[config.mk]
export PLATFORM = sky130hd
export DESIGN_NAME = pipe6_ctrl
export DESIGN_NICKNAME = d
export VERILOG_FILES = /design/src/rtl/pipe6_pkg.sv /design/src/rtl/pipe6_control.sv /design/src/rtl/pipe6_datapath.sv /design/src/rtl/pipe6_ctrl.sv
export SDC_FILE = /design/constraint.sdc
export NUM_CORES = 1
export LEC_CHECK = 0
export BUFFER_PORTS_ARGS = -buffer_cell sky130_fd_sc_hd__buf_2
export CAP_MARGIN = 30
export CORE_MARGIN = 4
export CORE_UTILIZATION = 50
export CTS_CLUSTER_SIZE = 28
export DETAILED_ROUTE_END_ITERATION = 10
export PLACE_DENSITY = 0.71
export SKIP_LAST_GASP = 1
export SLEW_MARGIN = 5
export SYNTH_ARGS = -nofsm -noshare
export SYNTH_HDL_FRONTEND = slang
export SYNTH_HIERARCHICAL = 1
export SYNTH_SLANG_ARGS = --single-unit
[constraint.sdc]
create_clock -name clk -period 5.2 [get_ports clk]
set_input_delay 1.3 -clock clk [delete_from_list [all_inputs] [get_ports clk]]
set_output_delay 1.3 -clock clk [all_outputs]
set_load 0.01 [all_outputs]
[src/rtl/pipe6_pkg.sv]
package pipe6_pkg;
  localparam int NUM_STAGES = 6;
  localparam int FE_IDX = 0;
  localparam int FO_IDX = 3;
  localparam int EX_IDX = 4;
  localparam int WB_IDX = 5;

  typedef struct packed {
    logic acceptIn;
    logic holdFront;
    logic flushFront;
    logic bubbleEx;
  } ctrlStrobe_t;
endpackage

[src/rtl/pipe6_control.sv]
module pipe6_control
  import pipe6_pkg::*;
(
  input  logic        clk,
  input  logic        rstN,
  input  logic        hazard,
  input  logic        exBranch,
  output ctrlStrobe_t ctrl
);
  logic stallNow;

  // A resolving taken branch overrides any stall: the stalled slot dies anyway.
  assign stallNow = hazard && !exBranch;

  always_comb begin
    ctrl.holdFront  = stallNow;
    ctrl.flushFront = exBranch;
    ctrl.bubbleEx   = stallNow || exBranch;
    ctrl.acceptIn   = !stallNow && !exBranch;
  end

  // the bubble behind a resolving branch means no back-to-back redirect
  redirect_single_chk: assert property (@(posedge clk) disable iff (!rstN)
    exBranch |=> !exBranch);


  flush_wins_chk: assert property (@(posedge clk) disable iff (!rstN)
    (hazard && exBranch) |=> !exBranch);
endmodule

[src/rtl/pipe6_datapath.sv]
module pipe6_datapath
  import pipe6_pkg::*;
#(
  parameter int TAG_W = 8,
  parameter int REG_W = 5,
  parameter int PC_W  = 16
) (
  input  logic                  clk,
  input  logic                  rstN,
  input  ctrlStrobe_t           ctrl,
  input  logic                  inValid,
  input  logic [TAG_W-1:0]      inTag,
  input  logic [REG_W-1:0]      inDst,
  input  logic [REG_W-1:0]      inSrcA,
  input  logic [REG_W-1:0]      inSrcB,
  input  logic                  inTaken,
  input  logic [PC_W-1:0]       inTarget,
  output logic [NUM_STAGES-1:0] stageValid,
  output logic                  hazard,
  output logic                  exBranch,
  output logic [PC_W-1:0]       exTarget,
  output logic                  retireValid,
  output logic [TAG_W-1:0]      retireTag
);
  localparam int SRC_DEPTH = FO_IDX + 1;
  localparam int BR_DEPTH  = EX_IDX + 1;
  localparam int NUM_PROD  = NUM_STAGES - EX_IDX;

  logic [NUM_STAGES-1:0] vld, vldNext, loadEn;
  logic [TAG_W-1:0] tagQ   [NUM_STAGES];
  logic [REG_W-1:0] dstQ   [NUM_STAGES];
  logic [REG_W-1:0] srcAQ  [SRC_DEPTH];
  logic [REG_W-1:0] srcBQ  [SRC_DEPTH];
  logic             takenQ [BR_DEPTH];
  logic [PC_W-1:0]  tgtQ   [BR_DEPTH];
  logic [NUM_PROD-1:0] prodMatch;

  always_comb begin
    vldNext = vld;
    loadEn  = '1;
    if (ctrl.acceptIn)        vldNext[FE_IDX] = inValid;
    else if (ctrl.flushFront) vldNext[FE_IDX] = 1'b0;
    loadEn[FE_IDX] = ctrl.acceptIn;
    for (int s = FE_IDX + 1; s <= FO_IDX; s++) begin
      if (ctrl.flushFront)      vldNext[s] = 1'b0;
      else if (!ctrl.holdFront) vldNext[s] = vld[s-1];
      loadEn[s] = !ctrl.holdFront;
    end
    vldNext[EX_IDX] = ctrl.bubbleEx ? 1'b0 : vld[FO_IDX];
    vldNext[WB_IDX] = vld[EX_IDX];
  end

  always_ff @(posedge clk) begin
    if (!rstN) vld <= '0;
    else       vld <= vldNext;
  end

  for (genvar s = 0; s < NUM_STAGES; s++) begin : g_stage
    if (s == FE_IDX) begin : g_head
      always_ff @(posedge clk) begin
        if (!rstN) begin
          tagQ[s] <= '0; dstQ[s] <= '0; srcAQ[s] <= '0; srcBQ[s] <= '0;
          takenQ[s] <= 1'b0; tgtQ[s] <= '0;
        end else if (loadEn[s]) begin
          tagQ[s] <= inTag; dstQ[s] <= inDst; srcAQ[s] <= inSrcA; srcBQ[s] <= inSrcB;
          takenQ[s] <= inTaken; tgtQ[s] <= inTarget;
        end
      end
    end else begin : g_body
      always_ff @(posedge clk) begin
        if (!rstN) begin
          tagQ[s] <= '0; dstQ[s] <= '0;
        end else if (loadEn[s]) begin
          tagQ[s] <= tagQ[s-1]; dstQ[s] <= dstQ[s-1];
        end
      end
      if (s < SRC_DEPTH) begin : g_src
        always_ff @(posedge clk) begin
          if (!rstN) begin
            srcAQ[s] <= '0; srcBQ[s] <= '0;
          end else if (loadEn[s]) begin
            srcAQ[s] <= srcAQ[s-1]; srcBQ[s] <= srcBQ[s-1];
          end
        end
      end
      if (s < BR_DEPTH) begin : g_br
        always_ff @(posedge clk) begin
          if (!rstN) begin
            takenQ[s] <= 1'b0; tgtQ[s] <= '0;
          end else if (loadEn[s]) begin
            takenQ[s] <= takenQ[s-1]; tgtQ[s] <= tgtQ[s-1];
          end
        end
      end
    end
  end

  // Dependency comparators: operand fetch against each producer stage.
  for (genvar p = 0; p < NUM_PROD; p++) begin : g_prod
    assign prodMatch[p] = vld[EX_IDX+p] &&
      ((dstQ[EX_IDX+p] == srcAQ[FO_IDX]) || (dstQ[EX_IDX+p] == srcBQ[FO_IDX]));
  end

  assign hazard      = vld[FO_IDX] && (|prodMatch);
  assign exBranch    = vld[EX_IDX] && takenQ[EX_IDX];
  assign exTarget    = tgtQ[EX_IDX];
  assign stageValid  = vld;
  assign retireValid = vld[WB_IDX];
  assign retireTag   = tagQ[WB_IDX];


  front_hold_chk: assert property (@(posedge clk) disable iff (!rstN)
    ctrl.holdFront |=> (vld[FO_IDX:FE_IDX] == $past(vld[FO_IDX:FE_IDX]) &&
                        tagQ[FO_IDX] == $past(tagQ[FO_IDX])));


  ex_bubble_chk: assert property (@(posedge clk) disable iff (!rstN)
    ctrl.bubbleEx |=> !vld[EX_IDX]);


  front_flush_chk: assert property (@(posedge clk) disable iff (!rstN)
    ctrl.flushFront |=> (vld[EX_IDX:FE_IDX] == '0));


  retire_source_chk: assert property (@(posedge clk) disable iff (!rstN)
    retireValid |-> $past(vld[EX_IDX]));


  retire_order_chk: assert property (@(posedge clk) disable iff (!rstN)
    retireValid |-> (retireTag == $past(tagQ[EX_IDX])));
endmodule

[src/rtl/pipe6_ctrl.sv]
module pipe6_ctrl
  import pipe6_pkg::*;
#(
  parameter int TAG_W = 8,
  parameter int REG_W = 5,
  parameter int PC_W  = 16
) (
  input  logic                  clk,
  input  logic                  rstN,
  input  logic                  inValid,
  input  logic [TAG_W-1:0]      inTag,
  input  logic [REG_W-1:0]      inDst,
  input  logic [REG_W-1:0]      inSrcA,
  input  logic [REG_W-1:0]      inSrcB,
  input  logic                  inTaken,
  input  logic [PC_W-1:0]       inTarget,
  output logic                  inReady,
  output logic [NUM_STAGES-1:0] stageValid,
  output logic                  retireValid,
  output logic [TAG_W-1:0]      retireTag,
  output logic                  redirectValid,
  output logic [PC_W-1:0]       redirectTarget
);
  ctrlStrobe_t ctrl;
  logic hazard, exBranch;
  logic [PC_W-1:0] exTarget;

  pipe6_control u_control (
    .clk(clk), .rstN(rstN), .hazard(hazard), .exBranch(exBranch), .ctrl(ctrl)
  );

  pipe6_datapath #(.TAG_W(TAG_W), .REG_W(REG_W), .PC_W(PC_W)) u_datapath (
    .clk(clk), .rstN(rstN), .ctrl(ctrl),
    .inValid(inValid), .inTag(inTag), .inDst(inDst), .inSrcA(inSrcA),
    .inSrcB(inSrcB), .inTaken(inTaken), .inTarget(inTarget),
    .stageValid(stageValid), .hazard(hazard), .exBranch(exBranch),
    .exTarget(exTarget), .retireValid(retireValid), .retireTag(retireTag)
  );

  assign inReady        = ctrl.acceptIn;
  assign redirectValid  = exBranch;
  assign redirectTarget = exTarget;
endmodule

Yosys cells after proc, flatten, opt, wreduce, memory -nomap -nowiden
Memory sizes are Yosys's and may differ from the RTL's.
Index checks and enable logic that the tools add are counted.
{"block": "word_totals", "in_bits": 43, "mem_bits_rw": 203, "mem_count": 6, "elab_cells": 101, "reg_bits": 6}
{"name": "u_datapath.tgtQ", "words": 5, "word_bits": 16, "rd": 5, "rd_clocked_by_memory_dff": 0, "write_ports": 5, "line": "pipe6_datapath.sv:35", "source": "logic [PC_W-1:0] tgtQ [BR_DEPTH];"}
{"name": "u_datapath.tagQ", "words": 6, "word_bits": 8, "rd": 6, "rd_clocked_by_memory_dff": 0, "write_ports": 6, "line": "pipe6_datapath.sv:30", "source": "logic [TAG_W-1:0] tagQ [NUM_STAGES];"}
{"name": "u_datapath.dstQ", "words": 6, "word_bits": 5, "rd": 6, "rd_clocked_by_memory_dff": 0, "write_ports": 6, "line": "pipe6_datapath.sv:31", "source": "logic [REG_W-1:0] dstQ [NUM_STAGES];"}
{"name": "u_datapath.srcAQ", "words": 4, "word_bits": 5, "rd": 4, "rd_clocked_by_memory_dff": 0, "write_ports": 4, "line": "pipe6_datapath.sv:32", "source": "logic [REG_W-1:0] srcAQ [SRC_DEPTH];"}
{"name": "u_datapath.srcBQ", "words": 4, "word_bits": 5, "rd": 4, "rd_clocked_by_memory_dff": 0, "write_ports": 4, "line": "pipe6_datapath.sv:33", "source": "logic [REG_W-1:0] srcBQ [SRC_DEPTH];"}
{"name": "u_datapath.takenQ", "words": 5, "word_bits": 1, "rd": 5, "rd_clocked_by_memory_dff": 0, "write_ports": 5, "line": "pipe6_datapath.sv:34", "source": "logic takenQ [BR_DEPTH];"}
{"block": "op_classes", "n_mux": 41, "n_bitwise": 31, "eq_ne": 4, "reduce_logical": 15}
{"cell": "2-to-1 mux 16 bit", "n": 5}
{"cell": "2-to-1 mux 5 bit", "n": 14}
{"cell": "2-to-1 mux 8 bit", "n": 6}
{"cell": "bitwise OR 1 bit", "n": 30}
{"cell": "== test 5 bit", "n": 4}
{"cell": "2-to-1 mux 1 bit", "n": 16}
{"cell": "logical AND 1 bit", "n": 6}
{"cell": "OR reduction 2 bit", "n": 3}
{"cell": "logical OR 1 bit", "n": 3}
{"cell": "logical NOT 1 bit", "n": 2}
{"cell": "nonzero test 2 bit", "n": 1}
{"cell": "inverter 1 bit", "n": 1}

Depth between registers and ports, before layout
An unclocked memory read counts as a cell.
{"block": "depth", "word_depth": 13, "depth_mapped": 11, "depth_no_buf": 8}

Hierarchy
Netlist, hierarchy kept.
{"module": "pipe6_datapath", "cells_each": 500, "seq_area_each_um2": 5785.5, "area_per_inst_um2": 7674.9, "instances": 1}
{"module": "pipe6_control", "cells_each": 5, "seq_area_each_um2": 0.0, "area_per_inst_um2": 33.8, "instances": 1}

Least setup slack after synthesis
No wires, ideal clock.
{"block": "synth_path", "kind": "input-to-reg", "start": "input rstN", "end": "memory u_datapath.dstQ[1][0], in the netlist u_datapath/dstQ[0][5], enable pin", "stages": 3, "arrival_ns": 3.628, "t_required_ns": 4.138, "setup_slack_ns": 0.509, "cell_sequence": "buf_4 > clkbuf_1 > nand2_1"}
{"element": "start: declaration", "line": "pipe6_ctrl.sv:9", "source": "input logic rstN,"}
{"element": "end: declaration", "line": "pipe6_datapath.sv:31"}

==> impl_metrics.ini <==
[sta]
rsz0062_at_grt = false
hold_viol = 0
fin_ws_ps = 1720
fmax_ghz = 0.288
drv_slew = 0
slew_headroom = 0.410
skew_ps = 7.30
setup_tns_ps = 0
setup_violations = 0
worst_pin_slew_ps = 885
period_needed_ps = 3480
layout_worst_path_cycle_share = 0.669

[critical_path]
critPathArrivalTime_ps = 2180
cp.required_ps = 3900
cp-end-kind = primary output
cp-start-kind = register
path_class = reg -> out
cp_max_fo = 45

[logic_synthesis]
synth_top_area_frac = 0.623
synth.net_count = 548
async_flop_share = 0
synthFlopType = edfxtp_1
syn_area_per_cell_um2 = 15.3
yosysUniqueCellTypes = 23
synth_top_cells_by_area = edfxtp_1 (62%), and2_1 (13%), dfxtp_1 (13%), and3_1 (3.2%), xor2_1 (2.3%)
ys_seq_elements = 209
synthCells = 505
yosysTopAreaCell = edfxtp_1
synth_edf_count = 160
ys_warn_count = 6
ys_seq_area_frac = 0.751
syn_area_mm2 = 0.00771

[route]
routed_wl_um = 9930
final_antenna_net_count = 0
firstDrtPassIters = 4
dr_total_vias = 3513
drt-initial-drc-count = 186
wl_per_cell_um = 12.9
via_per_inst = 4.55
drc_errors = 0

[floorplan]
start_util = 0.509
dieArea_mm2 = 0.0175
rows = 45
die_w_um = 132
io_pins = 76
core_mm2 = 0.0151
die_y_um = 132

[clock_tree]
ctsResizeCount = 0
clockBufferDepth = 3
worst_skew_pair.late_latency_ps = 480
post_cts_buffers = 0
cts_root_buf = clkbuf_16
cts.sinks = 209
cts_tree = done
cts_made_buffers = 21
path_clk_slew_ps = 60
htreeDepth = 1
cts_hold_buf = 0

[global_route]
grt_overflow = 0
grt_pass1_vias = 3592
track_usage = 0.117
grtUsageMet1 = 0.155
antenna_found_initial = 0
grt_max_degree = 121
use_met3 = 0.0317
grt_use_met2 = 0.188
grt_first_pass_wirelength_um = 17000
grt_busiest_layer = met2

[power_and_ir_drop]
vdd_ir_drop_max_v = 0.000271
power.density_mw_per_mm2 = 380
p_leak_nw = 3.95

[finish]
stdcell_area_mm2 = 0.00875
nFillCells = 1180
layout_common_cells = and2_1 (165), edfxtp_1 (160), buf_2 (75), dfxtp_1 (49), and3_1 (40)
drive_gt1_frac = 0.201
seq_area_mm2 = 0.00579
layout_commonest_cell = and2_1
syn_to_final_growth_pct = 13.5
multi_input_area_mm2 = 0.00165
nets = 611

[placed_design]
gp_congestion = 0.716
port_buffers = 75
dp_hpwl_um = 6210
place_area_mm2 = 0.00808
pre_cts_slack_ps = 2110

[outcome]
outcome = finished, final reports clean

[worst_hold_path]
hp-class = reg -> reg

[flow_run]
drv_cap = 0
==> synth_stat cells (all sizes together), types with 3 or more instances <==
master / instances
edfxtp: 160
nand2: 4
and3: 40
mux2i: 3
dfxtp: 49
nor3: 4
nor2: 9
and2: 165
xor2: 20
buf: 25
clkbuf: 15
==> sequential cells by signal (all words and copies together) (netlist names) <==
register	flops
u_datapath/srcBQ	20
u_datapath/stageValid	6
u_datapath/dstQ	30
u_datapath/takenQ	5
u_datapath/tagQ	48
u_datapath/srcAQ	20
u_datapath/tgtQ	80
==> area by class of cell <==
cell class	instances	area share
Timing Repair Buffer	80	0.0472
Clock buffer	24	0.0614
Sequential cell	209	0.662
Clock inverter	14	0.0140
Multi-Input combinational cell	256	0.189
Tap cell	188	0.0269
Antenna cell	1	0.000286
==> stage by stage <==
stage	hold slack (ps)	cells	power, mW	util
2_1_floorplan	412	505	1.94	-
4_1_cts	439	771	3.37	0.577
3_5_place_dp	425	733	1.96	0.534
6_report	436	772	3.33	0.577
5_1_grt	448	771	3.47	0.577
3_3_place_gp	423	733	1.96	0.534
==> cells by family (layout without fill, tap and decap cells) <==
logic type | after synthesis | count (layout) | share of synthesized area
other | 0 | 1 | 0
AOI/OAI and AO/OA | 4 | 4 | 0.00341
DFF | 209 | 209 | 0.751
xor gates and xnor gates | 20 | 20 | 0.0227
and+or+nand+nor | 229 | 229 | 0.182
muxes | 3 | 3 | 0.00390
buffers and inverters | 40 | 118 | 0.0370
==> routing by layer <==
layer	wire length, µm	part of all wire
met5	0	0
met4	169	0.017
met3	575	0.058
met2	4480	0.45
met1	4710	0.47
==> where the power goes <==
group / internal, mW / switching (mW) / total [mW]
logic: 0.0398 / 0.0378 / 0.0776
clock network: 0.841 / 0.563 / 1.40
registers: 1.83 / 0.0113 / 1.84
==> critical path: stages, from the launching register on <==
cell      delay [ps]
edfxtp_1         420
xor2_1           180
nor3_1           210
a22oi_1          120
o22ai_1          260
nor2_2            70
buf_4            240
buf_2            190
==> final timing paths <==
check | end | cells after the start | slack, ps | from
min reg2reg | u_datapath/tagQ[2][14]$_SDFF_PN0_ | 1 | 440 | u_datapath/tagQ[2][6]$_SDFF_PN0_
max reg2reg | u_datapath/dstQ[1][1]$_SDFFCE_PN0P_ | 7 | 2390 | u_datapath/srcAQ[1][9]$_SDFFCE_PN0P_
max | inReady | 7 | 1720 | u_datapath/srcAQ[1][9]$_SDFFCE_PN0P_
min | u_datapath/tagQ[2][14]$_SDFF_PN0_ | 1 | 440 | u_datapath/tagQ[2][6]$_SDFF_PN0_
Note: power is estimated with default switching activity, not from simulation.
